**src/rtl/rgbw_color_gen.sv**
```systemverilog
module rgbw_color_gen #(
  parameter int W   = 8,
  parameter int SHW = 3
) (
  input  logic           clk,
  input  logic           rst,
  input  logic           load,
  input  logic           direct_mode,
  input  logic [SHW-1:0] dim_shift,
  input  logic [W-1:0]   white_sat,
  input  logic [W-1:0]   hue_idx,
  input  logic [W-1:0]   raw_r,
  input  logic [W-1:0]   raw_g,
  input  logic [W-1:0]   raw_b,
  input  logic [W-1:0]   raw_w,
  output logic [W-1:0]   duty_r,
  output logic [W-1:0]   duty_g,
  output logic [W-1:0]   duty_b,
  output logic [W-1:0]   duty_w
);
  localparam int PW = W + 3;
  localparam logic [W-1:0] FULL = '1;

  logic [PW-1:0] pos;
  logic [2:0]    seg;
  logic [W-1:0]  up, dn;
  logic [W-1:0]  base [3];
  logic [W-1:0]  dimmed [3];
  logic [W-1:0]  white_dim;

  assign pos = PW'(hue_idx) * PW'(6);
  assign seg = pos[PW-1:W];
  assign up  = pos[W-1:0];
  assign dn  = FULL - up;

  always_comb begin
    base[0] = '0;
    base[1] = '0;
    base[2] = '0;
    case (seg)
      3'd0:    begin base[0] = FULL; base[1] = up;   base[2] = '0;   end
      3'd1:    begin base[0] = dn;   base[1] = FULL; base[2] = '0;   end
      3'd2:    begin base[0] = '0;   base[1] = FULL; base[2] = up;   end
      3'd3:    begin base[0] = '0;   base[1] = dn;   base[2] = FULL; end
      3'd4:    begin base[0] = up;   base[1] = '0;   base[2] = FULL; end
      default: begin base[0] = FULL; base[1] = '0;   base[2] = dn;   end
    endcase
  end

  for (genvar i = 0; i < 3; i++) begin : g_ch
    logic [2*W-1:0] prod;
    logic [W-1:0]   mixed;
    assign prod      = (2*W)'(base[i]) * (2*W)'(white_sat);
    assign mixed     = base[i] - prod[2*W-1:W];
    assign dimmed[i] = mixed >> dim_shift;
  end

  assign white_dim = white_sat >> dim_shift;

  always_ff @(posedge clk) begin
    if (rst) begin
      duty_r <= '0;
      duty_g <= '0;
      duty_b <= '0;
      duty_w <= '0;
    end else if (load) begin
      if (direct_mode) begin
        duty_r <= raw_r;
        duty_g <= raw_g;
        duty_b <= raw_b;
        duty_w <= raw_w;
      end else begin
        duty_r <= dimmed[0];
        duty_g <= dimmed[1];
        duty_b <= dimmed[2];
        duty_w <= white_dim;
      end
    end
  end
endmodule

```
**config.mk**
```make
export PLATFORM = sky130hd
export DESIGN_NAME = rgbw_color_gen
export DESIGN_NICKNAME = d
export VERILOG_FILES = /design/src/rtl/rgbw_color_gen.sv
export SDC_FILE = /design/constraint.sdc
export NUM_CORES = 1
export LEC_CHECK = 0
export BUFFER_PORTS_ARGS = -buffer_cell sky130_fd_sc_hd__buf_2
export CORE_MARGIN = 5
export CORE_UTILIZATION = 41
export DETAILED_ROUTE_END_ITERATION = 7
export HOLD_SLACK_MARGIN = 0.05
export SYNTH_ARGS = -nofsm -noshare
export SYNTH_HDL_FRONTEND = slang
export SYNTH_SLANG_ARGS = --single-unit
export TNS_END_PERCENT = 1
```
**constraint.sdc**
```tcl
create_clock -name clk -period 16.9 [get_ports clk]
set_input_delay 3.38 -clock clk [delete_from_list [all_inputs] [get_ports clk]]
set_output_delay 3.38 -clock clk [all_outputs]
set_load 0.005 [all_outputs]
```
# [Word-level counts from Yosys, hierarchy flattened]
# Cells that the tools add are included.
[word_totals] in_bits=55 word_cells=26 regBits=32 out_inout_bits=32
[op_classes] eq_ne=4 n_addsub=4 n_mul=4 n_mux=5 reduce_logical=1 shift=4
[ops] cell="case mux 24 bit (5 select lines)" n=1
[ops] cell="multiplier 8 x 8 -> 16 bit" n=3
[ops] cell="two-way mux 8 bit" n=4
[ops] cell="right shift 8 x 3 -> 8 bit" n=4
[ops] cell="subtractor 8 bit" n=3
[ops] cell="multiplier 8 x 2 -> 10 bit, second input constant" n=1
[ops] cell="subtractor 8 bit, first input constant" n=1
[ops] cell="equality test 3 x 2 -> 1 bit, second input constant" n=2
[ops] cell="equality test 3 x 1 -> 1 bit, second input constant" n=1
[ops] cell="equality test 3 bit, second input constant" n=1
[ops] cell="logical NOT 3 bit" n=1

# [Longest topological paths before layout]
# Gate-level depths: netlist of the first run.
[depth] ltp_word=7 ltp_mapped=40 ltp_nobuf=40

# [Worst setup path after synthesis of the first run]
# No wires, ideal clock.
[synth_path] kind="input-to-reg" start="in hue_idx[0]" end="reg duty_b[2]" t_arrival_ns=11.578 n_path_buf=0 t_required_ns=16.805 cell_stages=35 setup_slack_ns=5.226 setup_ns=0.095 path_cell_list="ha_1 > inv_1 > fa_1 > and2b_1 > o2111a_1 > or3_1 > nand2_1 > nand2_1 > nand2_1 > inv_1 > o21ai_1 > and2_1 > fa_1 > fa_1 > fa_1 > inv_1 > fa_1 > inv_1 > ha_1 > nor3_1 > a21boi_0 > a211oi_2 > a31oi_1 > nor2b_1 > o21bai_1 > xnor2_1 > ha_1 > or2_2 > a2111oi_0 > nor4_1 > o211a_1 > or2_2 > o221ai_2 > o21ai_0 > a221oi_1"
[synth_via] elab_chain_len=7 word_cells_on_any_way=12 cone_classes="add/sub (2); mul (2); eq/ne (4); shift (1); mux (2); reduce/logical (1)"
[synth_rtl] item="from (decl)" line="11" rtl="input logic [W-1:0] hue_idx,"
[synth_rtl] item="multiplier 8 x 2 -> 10 bit *" line="31" rtl="assign pos = PW'(hue_idx) * PW'(6);"
[synth_rtl] item="subtractor 8 bit (tied with other cells)" line="34" rtl="assign dn = FULL - up;"
[synth_rtl] item="case mux 24 bit (5 select lines) *" line="40" rtl="case (seg)"
[synth_rtl] item="multiplier 8 x 8 -> 16 bit" line="53" rtl="assign prod = (2*W)'(base[i]) * (2*W)'(white_sat);"
[synth_rtl] item="subtractor 8 bit *" line="54" rtl="assign mixed = base[i] - prod[2*W-1:W];"
[synth_rtl] item="right shift 8 x 3 -> 8 bit *" line="55" rtl="assign dimmed[i] = mixed >> dim_shift;"
[synth_rtl] item="two-way mux 8 bit *" line="67" rtl="if (direct_mode) begin"
[synth_rtl] item="to (signal assigned)" line="70" rtl="duty_b <= raw_b;"
[synth_rtl] item="to (signal assigned)" line="75" rtl="duty_b <= dimmed[2];"
[synth_rtl] item="to (decl)" line="18" rtl="output logic [W-1:0] duty_b,"
# Every way passes the cells marked *; elsewhere a longest branch is shown, timed or not.
# A chain may end at the register's enable or synchronous reset.

# [Worst setup path after layout of the first run]
# Same ends and word-level chain as after synthesis.

==> results of run 1 <==
## metal layers
layer	vias up	GRT usage (%)	part of all wire, %	routed length [um]
li1	4238	-	-	-
met1	4218	27.51	44	12070
met2	231	35.75	49	13480
met3	31	3.028	5.6	1543
met4	0	3.317	1.2	335
met5	-	0	0	0
## layout by cell type (no fill, tap or decap), types with 5 or more instances in the layout
| master | count |
|---|---|
| o211ai_1 | 7 |
| a21o_1 | 18 |
| nand2_1 | 100 |
| clkbuf_16 | 5 |
| fa_1 | 109 |
| o21ai_1 | 11 |
| nor2_1 | 117 |
| buf_4 | 5 |
| a21oi_1 | 69 |
| o221ai_1 | 6 |
| nand2b_1 | 9 |
| inv_1 | 155 |
| a31oi_1 | 5 |
| xnor2_1 | 29 |
| ha_1 | 132 |
| a211oi_1 | 13 |
| nor2b_1 | 10 |
| nand3_1 | 15 |
| mux2i_1 | 20 |
| and3_1 | 8 |
| buf_2 | 86 |
| nor4_1 | 7 |
| or3_1 | 7 |
| and2_1 | 91 |
| o21bai_1 | 6 |
| dfxtp_1 | 32 |
| xor2_1 | 12 |
| nor3_1 | 43 |
| a221oi_1 | 6 |
| or2_2 | 6 |
| a22oi_1 | 7 |
| o22ai_1 | 6 |
| o21ai_0 | 46 |
## metrics by stage
step	utilization, %	cells	worst slack [ns]
6_report	44.90	1592	3.841
4_1_cts	44.90	1592	3.942
2_1_floorplan	-	1220	5.226
5_1_grt	44.90	1592	3.159
3_3_place_gp	44.33	1585	4.148
3_5_place_dp	44.33	1585	3.701
## sequential cells by signal, summed over array words and instances, names as in the netlist
register	cells
duty_r	8
duty_b	8
duty_g	8
duty_w	8
## worst paths after layout
kind | start | end | cells after the start
min reg2reg | duty_g[1] | duty_g[1] | 2
max reg2reg | duty_b[4] | duty_b[4] | 4
max | hue_idx[0] | duty_b[2] | 34
min | duty_g[1] | duty_g[1] | 2
## logic make-up (layout without fill, tap and decap cells)
family | count (synthesis) | in the layout | synth area share [%]
AOI/OAI and AO/OA | 254 | 254 | 17.85
xor gates and xnor gates | 43 | 43 | 4.122
adders and majority gates | 241 | 241 | 39.71
buffers and inverters | 203 | 256 | 7.984
DFF | 32 | 32 | 6.636
muxes | 21 | 21 | 2.191
and+or+nand+nor | 426 | 426 | 21.50
## final cells by class
type	instances	area, um2	area share, %
clock buffers	6	128.9	1.230
clock inverters	1	5.005	0.04777
inverters	158	593.1	5.661
multi-input cells	985	8242	78.67
flip-flops and latches	32	640.6	6.115
well taps	319	399.1	3.810
repair buffers	91	467.9	4.467
## worst max-delay path: cells and delay by family
kind                       cells  cell delay [ns]
AOI/OAI and AO/OA             13             4.21
xor gates and xnor gates       1             0.15
adders and majority gates      8             3.03
buffers and inverters          4             0.35
and+or+nand+nor                8             2.08
==> results by group, run 1 <==
Place
  • HPWL Detailed: about 22,000 um
  • Port bufs: 86
  • Total placed instance area: 10,340 um2
  • Placer Congestion: 0.9085

Finish
  • Final Net Count: 1,569
  • Fill count: 2,388
  • Ant diodes: 0
  • Layout cell share with drive strength beyond 1: 9.505%
  • Cell area after layout: roughly 10,000 um2
  • Layout area overhead: 8.529%

Global route
  • Vias in the first global route: 8,703
  • GRT overflow: 0
  • Initial antenna violation count: 0
  • All-Layer GR Usage: 20.52%
  • First-pass GRT wire length: 44,430 um
  • Largest net degree at the start of global routing: 42

Synthesis
  • Yosys warns: 0
  • Synth cell types: 75
  • Async S/R FF share, synth: 0%
  • Syn nets: 1,516
  • Area contributors post-synth: fa_1 (23%), ha_1 (17%), dfxtp_1 (6.6%)
  • Seq/Total Area, Yosys: 6.636%
  • Syn_area_per_cell: 7.912 um2
  • Top cell type's share of synthesized area: 22.61%
  • Most used DFF post-synth: dfxtp_1
  • Synth top cells by count: inv_1 (155), ha_1 (132), nor2_1 (117)
  • Post-synthesis cell count: approximately 1,200
  • Post-synth EDFFs: 0
  • Count leader, synth: inv_1
  • Post-synth top area cell: fa_1
  • Synth Cell Area: approximately 9700 um2
  • Yosys reg bits: 32

Route
  • Initial drt markers: 544
  • DR vias: 8,718
  • Post-route ant nets: 0
  • DRC Markers: 0
  • Wirelength per Cell: ~17 um
  • DRT Pass-1 Iters: 6
  • Wirelength, routed: between 20,000 and 30,000 um
  • Vias per inst: 5.476

STA
  • Endpoints failing hold: 0
  • Unrepaired setup endpoints after global routing: no
  • Crit share post-route: around 77%
  • Clk_skew: 0 ns
  • TNS Setup: 0 ns
  • Slew Viols, Final: 0
  • Hold Worst Slack: between 0.4 and 0.5 ns
  • Max Clk Rate: 76.58 MHz
  • Worst Tran Pin Value: 1.150 ns
  • Fin crit period: between 10 and 15 ns
  • # setup viols final: 0
  • Slew HR: ~23%

Setup path
  • Flop2flop setup slack: 15.99 ns
  • CP max FO: 12
  • Crit end category: register
  • Crit path kind: in -> reg
  • Worst endpoint required time: approximately 17 ns
  • Arr. time, crit path: 13.23 ns
  • Most common cell on crit path: fa_1
  • CP startpoint kind: primary input
  • Slowest CP cell: a211oi_2
  • Largest stage delay on the critical path: 0.62 ns

Outcome
  • Outcome: finished, final reports clean

CTS
  • CTS Hold Bufs: 0
  • Num CTS Buffers: 5
  • CTS sink cnt: 32
  • Max clock buf depth: 2
  • Worst skew pair latency: between 0.2 and 0.3 ns
  • CTS tree: done
  • CTS root buffer: clkbuf_16
  • CTS clk-pin slew, worst paths: around 0.06 ns
  • H-tree lvl count: 2
  • Resize count post-CTS: 0
  • # Post-CTS Setup Buffers: 0

Die
  • Die X: between 150 and 200 um
  • Std-Cell Rows: 56
  • Initial Util: 41.37%
  • Ports: 87
  • Chip height: 163.4 um
  • Die area: between 20,000 and 30,000 um2
  • Total core area: 23,330 um2

Run
  • # Max-Cap Violations: 0

Worst hold path
  • HP Class: reg -> reg
Power of run 1 is left out: the tool's default activity adds up to more than one toggle a clock period on the data nets, which glitch-free logic cannot reach.
==> run 2: changes to the inputs <==
Clock period 16.9 ns to 12.3 ns, I/O delays scaled along.
==> run 2 against run 1 <==
- sequential share of layout area decreased by 0.061 points
- cell area increased by 1.0%
- critical path depth decreased by 1
- clock skew unchanged
- core utilization increased by 0.46 points
- flip-flop and latch count unchanged
- worst hold slack got worse by 0.012 ns
- non-clock buffer count increased by 9
- worst setup slack got worse by 3.1 ns
- register-to-register slack got worse by 4.6 ns
==> results by group, run 2 (synthesized netlist as in run 1, its figures left out) <==
Outcome
  • Outcome: finished, final reports clean (unchanged)

Setup path
  • Crit end category: register (unchanged)
  • Worst endpoint required time: 12.44 ns (was 17.07 ns)
  • CP max FO: 12 (unchanged)
  • Capture point of the worst path: duty_g[2] (was duty_b[2])
  • Largest stage delay on the critical path: 0.99 ns (was 0.62 ns)
  • Crit path kind: in -> reg (unchanged)
  • Crit path launch: hue_idx[0] (unchanged)
  • Reg-to-reg endpoint: duty_b[4] (unchanged)
  • CP startpoint kind: primary input (unchanged)
  • Arr. time, crit path: 11.67 ns (was 13.23 ns)
  • Slowest CP cell: a211oi_1 (was a211oi_2)
  • Family with the most delay on the worst path: compound AO/OA/AOI/OAI gates (unchanged)
  • FF-to-FF path depth: 4 (unchanged)
  • Most common cell on crit path: fa_1 (unchanged)
  • Flop2flop setup slack: 11.40 ns (was 15.99 ns)
  • CP bufs+invs: 4 (unchanged)
  • Instance count on the critical path: 33 (was 34)
  • Reg2reg start: duty_b[4] (unchanged)

CTS
  • Max clock buf depth: 2 (unchanged)
  • CTS sink cnt: 32 (unchanged)
  • Worst skew pair latency: 0.28 ns (about the same)
  • CTS clk-pin slew, worst paths: 0.06 ns (about the same)
  • CTS Hold Bufs: 0 (unchanged)
  • # Post-CTS Setup Buffers: 0 (unchanged)
  • CTS root buffer: clkbuf_16 (unchanged)
  • Resize count post-CTS: 0 (unchanged)
  • CTS tree: done (unchanged)
  • H-tree lvl count: 2 (unchanged)
  • Num CTS Buffers: 5 (unchanged)

Route
  • Initial drt markers: 633 (was 544)
  • DR vias: 8,748 (was 8,718)
  • Post-route ant nets: 0 (unchanged)
  • DRT Pass-1 Iters: 5 (was 6)
  • Wirelength per Cell: 17.23 um (about the same)
  • Wirelength, routed: 27,600 um (was 27,430 um)
  • DRC Markers: 0 (unchanged)
  • Vias per inst: 5.461 (was 5.476)

Run
  • # Max-Cap Violations: 0 (unchanged)

STA
  • Max Clk Rate: slightly below 90 MHz
  • # setup viols final: 0 (unchanged)
  • Worst Tran Pin Value: 1.192 ns (was 1.150 ns)
  • TNS Setup: 0 ns (unchanged)
  • Clk_skew: 0 ns (unchanged)
  • Fin crit period: between 10 and 15 ns
  • Crit share post-route: 93.71%
  • Endpoints failing hold: 0 (unchanged)
  • Slew HR: 20.03% (was 22.89%)
  • Unrepaired setup endpoints after global routing: no (unchanged)
  • Slew Viols, Final: 0 (unchanged)

Global route
  • First-pass GRT wire length: 44,980 um (was 44,430 um)
  • Largest net degree at the start of global routing: 42 (unchanged)
  • All-Layer GR Usage: 20.71% (was 20.52%)
  • GRT overflow: 0 (unchanged)
  • Initial antenna violation count: 0 (unchanged)
  • Vias in the first global route: 8,727 (was 8,703)

Die
  • Std-Cell Rows: 56 (unchanged)
  • Initial Util: 41.37% (unchanged)
  • Ports: 87 (unchanged)
  • Total core area: 23,330 um2 (unchanged)
  • Die area: 26,710 um2 (unchanged)
  • Die X: 163.4 um (unchanged)
  • Chip height: 163.4 um (unchanged)

Finish
  • Layout cell share with drive strength beyond 1: 10.37% (was 9.505%)
  • Most frequent cells in the layout: inv_1 (155), ha_1 (132), nor2_1 (117) (unchanged)
  • Layout area overhead: 9.630% (was 8.529%)
  • Fill count: 2,355 (was 2,388)
  • Ant diodes: 0 (unchanged)
  • Multi-input gate area: 8247 um2 (was 8242 um2)
  • Commonest non-fill, non-tap cell in the layout: inv_1 (unchanged)
  • Final Net Count: 1,578 (was 1,569)
  • FF+latch area: 640.6 um2 (unchanged)

Worst hold path
  • Hold Path Origin: duty_g[2] (was duty_g[1])
  • HP Class: reg -> reg (unchanged)

Place
  • Placer Congestion: 0.8993 (was 0.9085)
  • Port bufs: 86 (unchanged)
  • HPWL Detailed: 21,910 um (was 22,050 um)
-- run 2: worst min path at each step --
stage / to / cells after the start
2_1_floorplan: duty_b[0] / 2
3_3_place_gp: duty_g[2] / 2
3_5_place_dp: duty_g[2] / 2
4_1_cts: duty_g[2] / 2
5_1_grt: duty_w[2] / 2
6_report: duty_g[2] / 2
-- run 2: cell type report --
type / instances / area share (%)
Clock buffer: 5 / 1.182
Clock inverter: 3 / 0.4020
Inverter: 158 / 5.604
Multi-Input combinational cell: 985 / 77.93
Sequential cell: 32 / 6.053
Tap cell: 319 / 3.772
Timing Repair Buffer: 100 / 5.060
-- run 2: metrics by stage --
step | cells | instance area (um2) | setup slack [ns] | hold slack (ns) | utilization [%]
floorplan | 1220 | 9653 | 1.546 | 0.4442 | -
detailed placement | 1594 | 10410 | 0.6051 | 0.4516 | 44.62
global route | 1602 | 10580 | 0.02588 | 0.4980 | 45.36
CTS | 1602 | 10580 | 0.8377 | 0.4645 | 45.33
global placement | 1594 | 10410 | 0.8351 | 0.4447 | 44.62
finish | 1602 | 10580 | 0.7738 | 0.4651 | 45.36
-- run 2: per-layer routing --
metal  part of all wire, %  global-route usage [%]  vias to the layer above
li1                      -                       -                     4249
met1                    46                   28.61                     4233
met2                    49                   35.77                      227
met3                   3.8                   1.691                       39
met4                   2.0                   3.927                        0
met5                     0                       0                        -
-- run 2: worst min-delay path, cell delays in order, from the launching register on --
cell and delay [ns]:
dfxtp_1 0.32, nand2_1 0.05, o311ai_1 0.06
Power of run 2 is left out for the same reason.
==> run 3: changes to the inputs <==
--- a/config.mk
+++ b/config.mk
@@ -7,5 +7,4 @@
 export LEC_CHECK = 0
 export BUFFER_PORTS_ARGS = -buffer_cell sky130_fd_sc_hd__buf_2
-export CORE_MARGIN = 5
 export CORE_UTILIZATION = 41
 export DETAILED_ROUTE_END_ITERATION = 7
==> constraint.sdc (replaced) <==
create_clock -name clk -period 12.3 [get_ports clk]
set_input_delay 1.845 -clock clk [delete_from_list [all_inputs] [get_ports clk]]
set_output_delay 1.845 -clock clk [all_outputs]
set_load 0.005 [all_outputs]
==> run 3 against run 2 <==
- maximum frequency grew 2.2%
- largest cell class unchanged
- register-to-register slack got worse by 0.05 ns
- first-iteration DRC count shrank 12%
- cell count is 0.50% lower
- critical endpoint is now duty_b[2]
==> results by group, run 3 (synthesized netlist as in run 1, its figures left out) <==
Outcome
  • Outcome: finished, final reports clean (unchanged)

STA
  • Slew Viols, Final: 0 (unchanged)
  • Clk_skew: 0 ns (unchanged)
  • Endpoints failing hold: 0 (unchanged)
  • Slew HR: 37.68% (was 20.03%)
  • Unrepaired setup endpoints after global routing: no (unchanged)
  • Worst Tran Pin Value: 0.9348 ns (was 1.192 ns)
  • TNS Setup: 0 ns (unchanged)
  • Fin crit period: 11.28 ns (was 11.53 ns)
  • Max Clk Rate: 88.67 MHz (was 86.76 MHz)
  • Crit share post-route: 91.68% (was 93.71%)
  • Final WS setup: 1.023 ns (was 0.7738 ns)
  • # setup viols final: 0 (unchanged)

Setup path
  • Family with the most delay on the worst path: compound AO/OA/AOI/OAI gates (unchanged)
  • Crit end category: register (unchanged)
  • Worst endpoint required time: 12.49 ns (was 12.44 ns)
  • Crit path kind: in -> reg (unchanged)
  • CP bufs+invs: 5 (was 4)
  • Most common cell on crit path: fa_1 (unchanged)
  • FF-to-FF path depth: 4 (unchanged)
  • CP startpoint kind: primary input (unchanged)
  • CP max FO: 9 (was 12)
  • Arr. time, crit path: 11.46 ns (was 11.67 ns)
  • Largest stage delay on the critical path: 0.55 ns (was 0.99 ns)
  • Slowest CP cell: a31oi_1 (was a211oi_1)
  • Flop2flop setup slack: 11.35 ns (was 11.40 ns)
  • Instance count on the critical path: 36 (was 33)

Die
  • Die area: 24,160 um2 (was 26,710 um2)
  • Ports: 87 (unchanged)
  • Total core area: 22,850 um2 (was 23,330 um2)
  • Initial Util: 42.25% (was 41.37%)
  • Die X: 155.4 um (was 163.4 um)
  • Std-Cell Rows: 55 (was 56)
  • Chip height: 155.4 um (was 163.4 um)

Finish
  • Ant diodes: 0 (unchanged)
  • Layout Cells excl Fill: 1,594 (was 1,602)
  • Most frequent cells in the layout: inv_1 (155), ha_1 (132), nor2_1 (117) (unchanged)
  • Layout cell share with drive strength beyond 1: 10.15% (was 10.37%)
  • Final Net Count: 1,577 (was 1,578)
  • Cell area after layout: 10,550 um2 (was 10,580 um2)
  • Commonest non-fill, non-tap cell in the layout: inv_1 (unchanged)
  • Layout area overhead: 9.267% (was 9.630%)

Route
  • Initial drt markers: 560 (was 633)
  • Post-route ant nets: 0 (unchanged)
  • DRT Pass-1 Iters: 5 (unchanged)
  • Wirelength per Cell: 16.82 um (was 17.23 um)
  • DRC Markers: 0 (unchanged)
  • DR vias: 8,675 (was 8,748)
  • Wirelength, routed: 26,810 um (was 27,600 um)
  • Vias per inst: 5.442 (was 5.461)

CTS
  • H-tree lvl count: 2 (unchanged)
  • Worst skew pair latency: 0.28 ns (about the same)
  • # Post-CTS Setup Buffers: 0 (unchanged)
  • Resize count post-CTS: 0 (unchanged)
  • CTS root buffer: clkbuf_16 (unchanged)
  • CTS sink cnt: 32 (unchanged)
  • CTS Hold Bufs: 0 (unchanged)
  • Max clock buf depth: 2 (unchanged)
  • CTS tree: done (unchanged)
  • Num CTS Buffers: 5 (unchanged)
  • CTS clk-pin slew, worst paths: 0.05 ns (was 0.06 ns)

Worst hold path
  • Hold Crit Depth: 2 (unchanged)
  • HP Class: reg -> reg (unchanged)

Place
  • Placer Congestion: 0.9486 (was 0.8993)
  • Place WS: 0.8193 ns (was 0.6051 ns)
  • HPWL Detailed: 21,650 um (was 21,910 um)
  • Port bufs: 86 (unchanged)
  • Total placed instance area: 10,400 um2 (was 10,410 um2)
  • Placed Instances: 1,587 (was 1,594)

Global route
  • Largest net degree at the start of global routing: 42 (unchanged)
  • M3 GR Usage: 2.507% (was 1.691%)
  • Met2 Usage GRT: 39.72% (was 35.77%)
  • Initial antenna violation count: 0 (unchanged)
  • Vias in the first global route: 8,838 (was 8,727)
  • All-Layer GR Usage: 23.04% (was 20.71%)
  • GRT overflow: 0 (unchanged)
  • GRT busiest layer: met2 (unchanged)
  • Met1 usage: 30.78% (was 28.61%)
  • First-pass GRT wire length: 44,530 um (was 44,980 um)

Run
  • # Max-Cap Violations: 0 (unchanged)
run 3: cell count changes in the layout (fill, tap and decap cells not counted):
cell and delta:
a211oi_1 +1, a211oi_2 -1, buf_4 -1, bufinv_16 -1, clkbuf_8 +2, clkinv_2 -1, clkinvlp_4 -1
run 3: layout make-up:
cell class	instances	area, um2
Fill cell	2349	12300
Multi-Input combinational cell	985	8242
Sequential cell	32	640.6
Inverter	158	593.1
Timing Repair Buffer	99	528.0
Tap cell	313	391.6
Clock buffer	7	152.6
run 3: through the flow:
stage	utilization [%]	hold WS (ns)
2_1_floorplan	-	0.4442
3_3_place_gp	45.50	0.4530
3_5_place_dp	45.50	0.4612
4_1_cts	46.17	0.4730
5_1_grt	46.17	0.4963
6_report	46.17	0.4702
run 3: metal layers:
layer	vias to the layer above	part of all wire (%)
met4	0	1.8
met5	-	0
li1	4240	-
met3	42	5.2
met2	214	48
met1	4179	45
run 3: worst min-delay path, delay by kind of cell, from the launching register on:
kind,cells,cell delay [ns]
flops,1,0.33
compound gates,1,0.06
simple gates,1,0.05
run 3: worst paths after layout:
kind | from | to
max | hue_idx[0] | duty_b[2]
min | duty_g[2] | duty_g[2]
max reg2reg | duty_b[4] | duty_b[4]
min reg2reg | duty_g[2] | duty_g[2]
Power of run 3 is left out for the same reason.
